### src/rtl/rtd_pkg.sv
package rtd_pkg;
  typedef enum logic [1:0] {
    ST_IDLE = 2'd0,
    ST_RUN  = 2'd1,
    ST_HOLD = 2'd2
  } rtd_state_e;
endpackage

### src/rtl/rtd_rst_sync.sv
module rtd_rst_sync (
  input  logic clk,
  input  logic rst_n,
  output logic rst_n_sync
);
  logic stage1_q, stage2_q;

  always_ff @(posedge clk or negedge rst_n) begin
    if (!rst_n) begin
      stage1_q <= 1'b0;
      stage2_q <= 1'b0;
    end else begin
      stage1_q <= 1'b1;
      stage2_q <= stage1_q;
    end
  end

  assign rst_n_sync = stage2_q;
endmodule

### src/rtl/rtd_rise_edge.sv
module rtd_rise_edge (
  input  logic clk,
  input  logic rst_n,
  input  logic level_i,
  output logic edge_o
);
  logic prev_q;

  always_ff @(posedge clk or negedge rst_n) begin
    if (!rst_n) prev_q <= 1'b0;
    else        prev_q <= level_i;
  end

  assign edge_o = level_i & ~prev_q;
endmodule

### src/rtl/rtd_tick_counter.sv
module rtd_tick_counter #(
  parameter int RES_W    = 2,
  parameter int CNT_W    = 8,
  parameter bit SATURATE = 1'b0
) (
  input  logic             clk,
  input  logic             rst_n,
  input  logic             clr_i,
  input  logic             en_i,
  input  logic [RES_W-1:0] res_i,
  output logic [CNT_W-1:0] cnt_o
);
  localparam int DIV_W = (1 << RES_W) - 1;

  logic [DIV_W-1:0] div_q, div_d, mask;
  logic [CNT_W-1:0] cnt_q, cnt_d, cnt_inc;
  logic             tick;

  always_comb begin
    for (int i = 0; i < DIV_W; i++) mask[i] = (i < int'(res_i));
  end

  assign tick = en_i && ((div_q & mask) == mask);

  generate
    if (SATURATE) begin : g_sat
      assign cnt_inc = (cnt_q == {CNT_W{1'b1}}) ? cnt_q : cnt_q + 1'b1;
    end else begin : g_wrap
      assign cnt_inc = cnt_q + 1'b1;
    end
  endgenerate

  always_comb begin
    div_d = div_q;
    cnt_d = cnt_q;
    if (clr_i) begin
      div_d = '0;
      cnt_d = '0;
    end else if (en_i) begin
      div_d = div_q + 1'b1;
      if (tick) cnt_d = cnt_inc;
    end
  end

  always_ff @(posedge clk or negedge rst_n) begin
    if (!rst_n) begin
      div_q <= '0;
      cnt_q <= '0;
    end else begin
      div_q <= div_d;
      cnt_q <= cnt_d;
    end
  end

  assign cnt_o = cnt_q;
endmodule

### src/rtl/rise_stamp_digitizer.sv
module rise_stamp_digitizer #(
  parameter int RES_W = 2,
  parameter int RT_W  = 8,
  parameter int TS_W  = 8
) (
  input  logic             clk,
  input  logic             rst_n,
  input  logic             onset_i,
  input  logic             rise_end_i,
  input  logic             collect_i,
  input  logic [RES_W-1:0] stamp_scale_i,
  input  logic [RES_W-1:0] rise_scale_i,
  output logic             hold_valid_o,
  output logic [RT_W-1:0]  rise_cnt_o,
  output logic [TS_W-1:0]  stamp_o
);
  import rtd_pkg::*;

  logic             rst_int_n;
  logic             onset_edge, end_edge;
  logic             accept, run_en;
  rtd_state_e       state_q, state_d;
  logic [RES_W-1:0] rscale_q, rscale_d;
  logic [TS_W-1:0]  stamp_q, stamp_d, ts_now;

  rtd_rst_sync u_rst (.clk(clk), .rst_n(rst_n), .rst_n_sync(rst_int_n));

  rtd_rise_edge u_onset (.clk(clk), .rst_n(rst_int_n), .level_i(onset_i),
                         .edge_o(onset_edge));
  rtd_rise_edge u_end   (.clk(clk), .rst_n(rst_int_n), .level_i(rise_end_i),
                         .edge_o(end_edge));

  rtd_tick_counter #(.RES_W(RES_W), .CNT_W(TS_W), .SATURATE(1'b0)) u_ts (
    .clk(clk), .rst_n(rst_int_n), .clr_i(1'b0), .en_i(1'b1),
    .res_i(stamp_scale_i), .cnt_o(ts_now));

  assign accept = (state_q == ST_IDLE) && onset_edge;
  assign run_en = (state_q == ST_RUN);

  rtd_tick_counter #(.RES_W(RES_W), .CNT_W(RT_W), .SATURATE(1'b1)) u_rt (
    .clk(clk), .rst_n(rst_int_n), .clr_i(accept), .en_i(run_en),
    .res_i(rscale_q), .cnt_o(rise_cnt_o));

  always_comb begin
    state_d  = state_q;
    rscale_d = rscale_q;
    stamp_d  = stamp_q;
    unique case (state_q)
      ST_IDLE: if (onset_edge) begin
        state_d  = ST_RUN;
        rscale_d = rise_scale_i;
        stamp_d  = ts_now;
      end
      ST_RUN:  if (end_edge)  state_d = ST_HOLD;
      ST_HOLD: if (collect_i) state_d = ST_IDLE;
      default: state_d = ST_IDLE;
    endcase
  end

  always_ff @(posedge clk or negedge rst_int_n) begin
    if (!rst_int_n) begin
      state_q  <= ST_IDLE;
      rscale_q <= '0;
      stamp_q  <= '0;
    end else begin
      state_q  <= state_d;
      rscale_q <= rscale_d;
      stamp_q  <= stamp_d;
    end
  end

  assign hold_valid_o = (state_q == ST_HOLD);
  assign stamp_o      = stamp_q;
endmodule

### config.mk
export PLATFORM = sky130hd
export DESIGN_NAME = rise_stamp_digitizer
export DESIGN_NICKNAME = d
export VERILOG_FILES = /design/src/rtl/rtd_pkg.sv /design/src/rtl/rtd_rst_sync.sv /design/src/rtl/rtd_rise_edge.sv /design/src/rtl/rtd_tick_counter.sv /design/src/rtl/rise_stamp_digitizer.sv
export SDC_FILE = /design/constraint.sdc
export NUM_CORES = 1
export LEC_CHECK = 0
export BUFFER_PORTS_ARGS = -buffer_cell sky130_fd_sc_hd__buf_2
export CAP_MARGIN = 20
export CORE_ASPECT_RATIO = 0.8
export CORE_UTILIZATION = 25
export CTS_CLUSTER_DIAMETER = 40
export DETAILED_ROUTE_END_ITERATION = 8
export GPL_TIMING_DRIVEN = 1
export PLACE_DENSITY_LB_ADDON = 0.1
export REMOVE_ABC_BUFFERS = 1
export SLEW_MARGIN = 10
export SYNTH_ARGS = -nofsm -noshare
export SYNTH_HDL_FRONTEND = slang
export SYNTH_HIERARCHICAL = 1
export SYNTH_SLANG_ARGS = --single-unit
### constraint.sdc
create_clock -name clk -period 1.1 [get_ports clk]
set_input_delay 0.165 -clock clk [delete_from_list [all_inputs] [get_ports clk]]
set_output_delay 0.165 -clock clk [all_outputs]
set_load 0.005 [all_outputs]
# Yosys cells after proc, flatten, opt, wreduce, memory -nomap -nowiden

Cells that the tools add are included.
Widths: inputs -> output; s select.

Add/sub/neg operators: 4
Multiply operators: 0
Divide/modulo/power cells: 0
$lt $le $gt $ge: 6
Equal/unequal tests: 9
Shift operators: 0
Muxes and demuxes: 10
Bitwise gates (word level): 6
Reduce and logical (&&, ||, !) cells: 8

Operator list:

| kind                | number |
|---|---|
| $mux 8              | 4 |
| $add 8x1->8 const B | 2 |
| $eq 8x8->1 const B  | 1 |
| $lt 1x2->1 const A  | 4 |
| $ne 2x2->1 const B  | 4 |
| $add 3x1->3 const B | 2 |
| $and 3x3->3         | 2 |
| $eq 3x3->1          | 2 |
| $mux 2              | 3 |
| $mux 3              | 2 |
| $pmux 2 s3          | 1 |
| $reduce_and 3->1    | 2 |
| $lt 2x2->1 const A  | 2 |
| $reduce_bool 2->1   | 2 |
| $and 1x1->1         | 2 |
| $eq 2x1->1 const B  | 1 |
| $eq 2x2->1 const B  | 1 |
| $logic_and 1x1->1   | 2 |
| $logic_not 2->1     | 1 |
| $not 1->1           | 2 |
| $reduce_and 2->1    | 1 |

Register bits: 38
Bits in latches: 0
Memory bits (writable): 0
ROM bits: 0
Output and inout bits: 17
Memories kept: 0

# Longest topological paths before layout

Depth after elaboration: 7
Depth in mapped cells: 5

# Cells and area by module

The synthesis kept the hierarchy.

By module, submodules not included:

| module                  | instances | cells each | area each (µm²) | seq. area each (µm²) |
|---|---|---|---|---|
| rtd_tick_counter (u_rt) | 1         | 70         | 656.9           | 275.3 |
| rtd_tick_counter (u_ts) | 1         | 58         | 599.3           | 275.3 |
| rise_stamp_digitizer    | 1         | 33         | 489.2           | 300.3 |
| rtd_rise_edge           | 2         | 2          | 38.8            | 25.0 |
| rtd_rst_sync            | 1         | 3          | 53.8            | 50.0 |

# Worst setup path before layout

OpenSTA, ideal clock, no wires.

Path kind: reg2reg
Start: register state_q[1]
End: register u_rt.cnt_q[7], in the netlist u_rt/cnt_o[7]
Arrival time: 1487 ps
Path slack: -514 ps
Stages on the path, launching flop included: 6
Period minus slack after synthesis: 1614 ps
Cells stage by stage: dfrtp_1 nor2b_1 buf_2 nand2_1 nor4_1 mux2_1

Longest elaborated chain between the ends: 4

Ends and longest elaborated chain:

| element                               | RTL line                   | text |
|---|---|---|
| from (decl)                           | rise_stamp_digitizer.sv:22 | `rtd_state_e state_q, state_d;` |
| from (signal assigned)                | rise_stamp_digitizer.sv:66 | `state_q <= state_d;` |
| $eq 2x1->1 (*)                        | rise_stamp_digitizer.sv:38 | `assign run_en = (state_q == ST_RUN);` |
| via run_en                            | rise_stamp_digitizer.sv:21 | `logic accept, run_en;` |
| $logic_and 1x1->1                     | rtd_tick_counter.sv:23     | `assign tick = en_i && ((div_q & mask) == mask);` |
| $reduce_bool 2->1 (no source line)    | --                         |  |
| $reduce_and 3->1 (no source line) (*) | --                         |  |
| to (signal assigned)                  | rtd_tick_counter.sv:51     | `cnt_q <= cnt_d;` |
| to (decl)                             | rtd_tick_counter.sv:16     | `logic [CNT_W-1:0] cnt_q, cnt_d, cnt_inc;` |

The timed path passes the listed nets; every way through them passes the cells marked *.
A chain may end at the register's enable or synchronous reset.

# Worst setup path in the final report

Start: register u_rt.cnt_q[0], in the netlist u_rt/cnt_o[0]
End: register u_rt.cnt_q[1], in the netlist u_rt/cnt_o[1]

Longest elaborated chain between the ends: 5

Ends and longest elaborated chain:

| element     | RTL line               | text |
|---|---|---|
| $add 8x1->8 | rtd_tick_counter.sv:27 | `assign cnt_inc = (cnt_q == {CNT_W{1'b1}}) ? cnt_q : cnt_q + 1'b1;` |
| $mux 8      | rtd_tick_counter.sv:27 |  |
| $mux 8      | rtd_tick_counter.sv:41 | `if (tick) cnt_d = cnt_inc;` |
| $mux 8      | rtd_tick_counter.sv:39 | `end else if (en_i) begin` |
| $mux 8      | rtd_tick_counter.sv:36 | `if (clr_i) begin` |

Several ways; a longest one is shown, not always the timed one. The select of a mux whose other input is x is not followed.

==> run_results.csv <==
group,metric,value,unit
timing,hold_violations,0,
timing,slew_violations,0,
finish,drive_gt1_share,65.0,%
run_status,status,"finished, violations left",
worst_setup_path,arrival,1800,ps
finish,layout.nets,275,
clocking,cts_sinks,38,
floorplan,core_area,7060,sq um
clocking,clock-root-buffer,"clkbuf_8",
clocking,worst_skew_pair.late_latency,290,ps
yosys,syn-cell-area,1880,sq um
timing,setup_viol,35,
route,via_count,1689,
worst_setup_path,critPathMaxFanout,3,
yosys,yosys_warnings,6,
power,vdd_drop_max,0.529,mV
placed_design,hpwlAfterDp,3330,um
clocking,clk_path_buf_depth,2,
timing,rsz0062_at_grt,"true",
timing,fin_crit,1580,ps
global_route,grt_util_all_layers,14.8,%
route,via_per_inst,4.83,
power,powerDensity,1450,nW/um^2
global_route,grt_pass1_vias,1773,
min_path,min-delay-start,"onset_i",
route,drt_pass1_iterations,4,
global_route,grt_first_pass_wirelength,8920,um
clocking,cts_tree,"built",
floorplan,io_pins,26,
placed_design,postPlaceCellArea,2430,sq um
yosys,synth_edf_count,0,
worst_setup_path,crit_path_cell_trace,"ha_4, and2_4, nor3b_4, or4b_4, a21oi_2",
clocking,clk_pin_slew,70,ps
run_status,failed_checks,"setup timing",
floorplan,die_x,98.9,um
timing,post-route-period-util,143,%
worst_setup_path,slowest_stage,"or4b_4",
worst_setup_path,critPathTopFamily,"simple AND/OR/NAND/NOR gates",
route,drc,0,
timing,clock_skew,2.09,ps
finish,fillers,658,
min_path,hp-class,"input port to flop",
yosys,synthCells,168,
clocking,h-tree-depth,2,
floorplan,initial_core_util,26.6,%
placed_design,portBuffers,25,
yosys,synth-seq-cells,38,
yosys,async_flop_share,100,%
route,wl,5620,um
timing,fmax,0.635,GHz
global_route,grt-ovfl-total,0,
worst_setup_path,cp.required,1320,ps
worst_setup_path,startpoint_type,"flop",
finish,antenna_cells,0,
route,wl_per_cell,16.1,um
worst_setup_path,r2r_setup_slack,-480,ps
worst_setup_path,max_stage_delay,480,ps
finish,layout_common_cells,"43 x buf_4, 34 x dfrtp_1, 24 x buf_6, 21 x buf_2, 12 x mux2_4",
yosys,synthFlopType,"dfrtp_1",
worst_setup_path,crit_path_end_kind,"flop",
floorplan,row_count,27,
global_route,grt_max_degree,29,
flow_run,maxCapViolCount,0,
clocking,cts_buffers,5,
yosys,avgSynthCellArea,11.2,sq um
worst_setup_path,critical_path_class,"flop to flop",
power,p_leak,1.45,nW
route,drtIter0Drc,60,
worst_setup_path,path_buf_inv,0,
finish,layout-area-overhead-vs-synth,69.1,%
placed_design,routabilityCongestion,0.741,
timing,fin_ws,-475,ps
finish,stdcell_area,3170,sq um
worst_setup_path,startpoint,"u_rt/cnt_o[0]",
yosys,ys_types,47,
worst_setup_path,r2r-start,"u_rt/cnt_o[0]",
yosys,seq_area_frac_synth,50.7,%
route,drtAntennaViolNets,0,
finish,final_common_cell,"buf_4",
floorplan,dieHeight,79.5,um
timing,finalSetupTns,-9670,ps
global_route,antenna_found_initial,0,
placed_design,pre_cts_ws,-516,ps
floorplan,die-area,7860,sq um
what timing repair did:
item | in CTS | in global routing
cloned | 2 | 0
hold endpoints to repair | 3 | 0
endpoints found under the setup margin | 37 | 40
hold buffers | 2 | 0
setup buffers | 12 | 11
resized for setup | 71 | 46
pin swaps | 29 | 17
path summary, 6_finish.rpt:
path | to | depth (start not counted)
setup / recovery | u_rt/cnt_o[1] | 5
hold / removal | u_onset/prev_q | 2
setup reg to reg | u_rt/cnt_o[1] | 5
hold reg to reg | u_rt/cnt_o[6] | 1
max in group asynchronous | u_ts/cnt_o[0] | 1
min in group asynchronous | u_rt/cnt_o[6] | 1
final cells by class:
cell class	count	area, sq um	share of cell area (%)
Clock buffer	7	86.3	2.72
Clock inverter	1	5.00	0.158
Inverter	5	21.3	0.670
Multi-Input combinational cell	120	1240	39.2
Sequential cell	38	956	30.1
Tap cell	87	109	3.43
Timing Repair Buffer	92	753	23.7
synth_stat cells (all sizes together) (2+ instances only):
library cell,n,area (sq um)
dfrtp,38,951
a21oi,12,60.1
mux2,12,135
nor2,12,45.0
nor2b,7,58.8
o31ai,7,52.6
nand2,6,22.5
or4,6,45.0
buf,5,37.5
nand4,5,46.3
o21ai,5,25.0
ha,4,50.1
inv,4,15.0
nor3,4,20.0
conb,3,11.3
a311oi,2,17.5
a41oi,2,17.5
and2,2,12.5
clkbuf,2,7.51
mux2i,2,20.0
nand2b,2,12.5
nand3,2,10.0
nor3b,2,20.0
o21bai,2,30.0
or3,2,12.5
xnor2,2,17.5
xor2,2,17.5
metrics by stage:
stage | power (mW) | utilization [%] | instances | hold slack (ps)
after floorplan | 2.30 | - | 163 | -131
after global placement | 2.89 | 34.4 | 321 | -47.7
after detailed placement | 2.92 | 34.4 | 321 | -43.6
after CTS | 4.33 | 41.8 | 344 | 70.7
after global routing | 4.88 | 44.9 | 350 | 74.2
final | 4.61 | 44.9 | 350 | 81.6
state kept, by name, summed over array words and instances (netlist names):
register          cells
rscale_q              2
state_q               2
u_rst/rst_n_sync      1
u_ts/cnt_o            8
u_onset/prev_q        1
u_rst/stage1_q        1
u_ts/div_q            3
u_end/prev_q          1
u_rt/cnt_o            8
u_rt/div_q            3
stamp_o               8
cell families after synthesis:
group | synth area share (%)
compound gates | 12.9
mux | 8.27
simple gates | 19.7
fa+ha+maj | 2.67
flops | 50.7
xor+xnor | 1.87
other cells | 0.600
buf+inv | 3.40
power breakdown:
| group | internal (mW) | switching, mW |
|---|---|---|
| Clock | 0.506 | 0.500 |
| Sequential | 1.56 | 0.142 |
| Combinational | 0.991 | 0.911 |
| Total | 3.06 | 1.55 |
routing by layer:
| layer | routed length [um] | GRT usage (%) | vias to the layer above |
|---|---|---|---|
| met5 | 0 | 0 | - |
| met4 | 76 | 5.22 | 0 |
| met3 | 195 | 3.50 | 10 |
| met2 | 2620 | 23.6 | 36 |
| met1 | 2730 | 19.7 | 846 |
| li1 | - | - | 797 |
(Power assumes the default switching activity.)
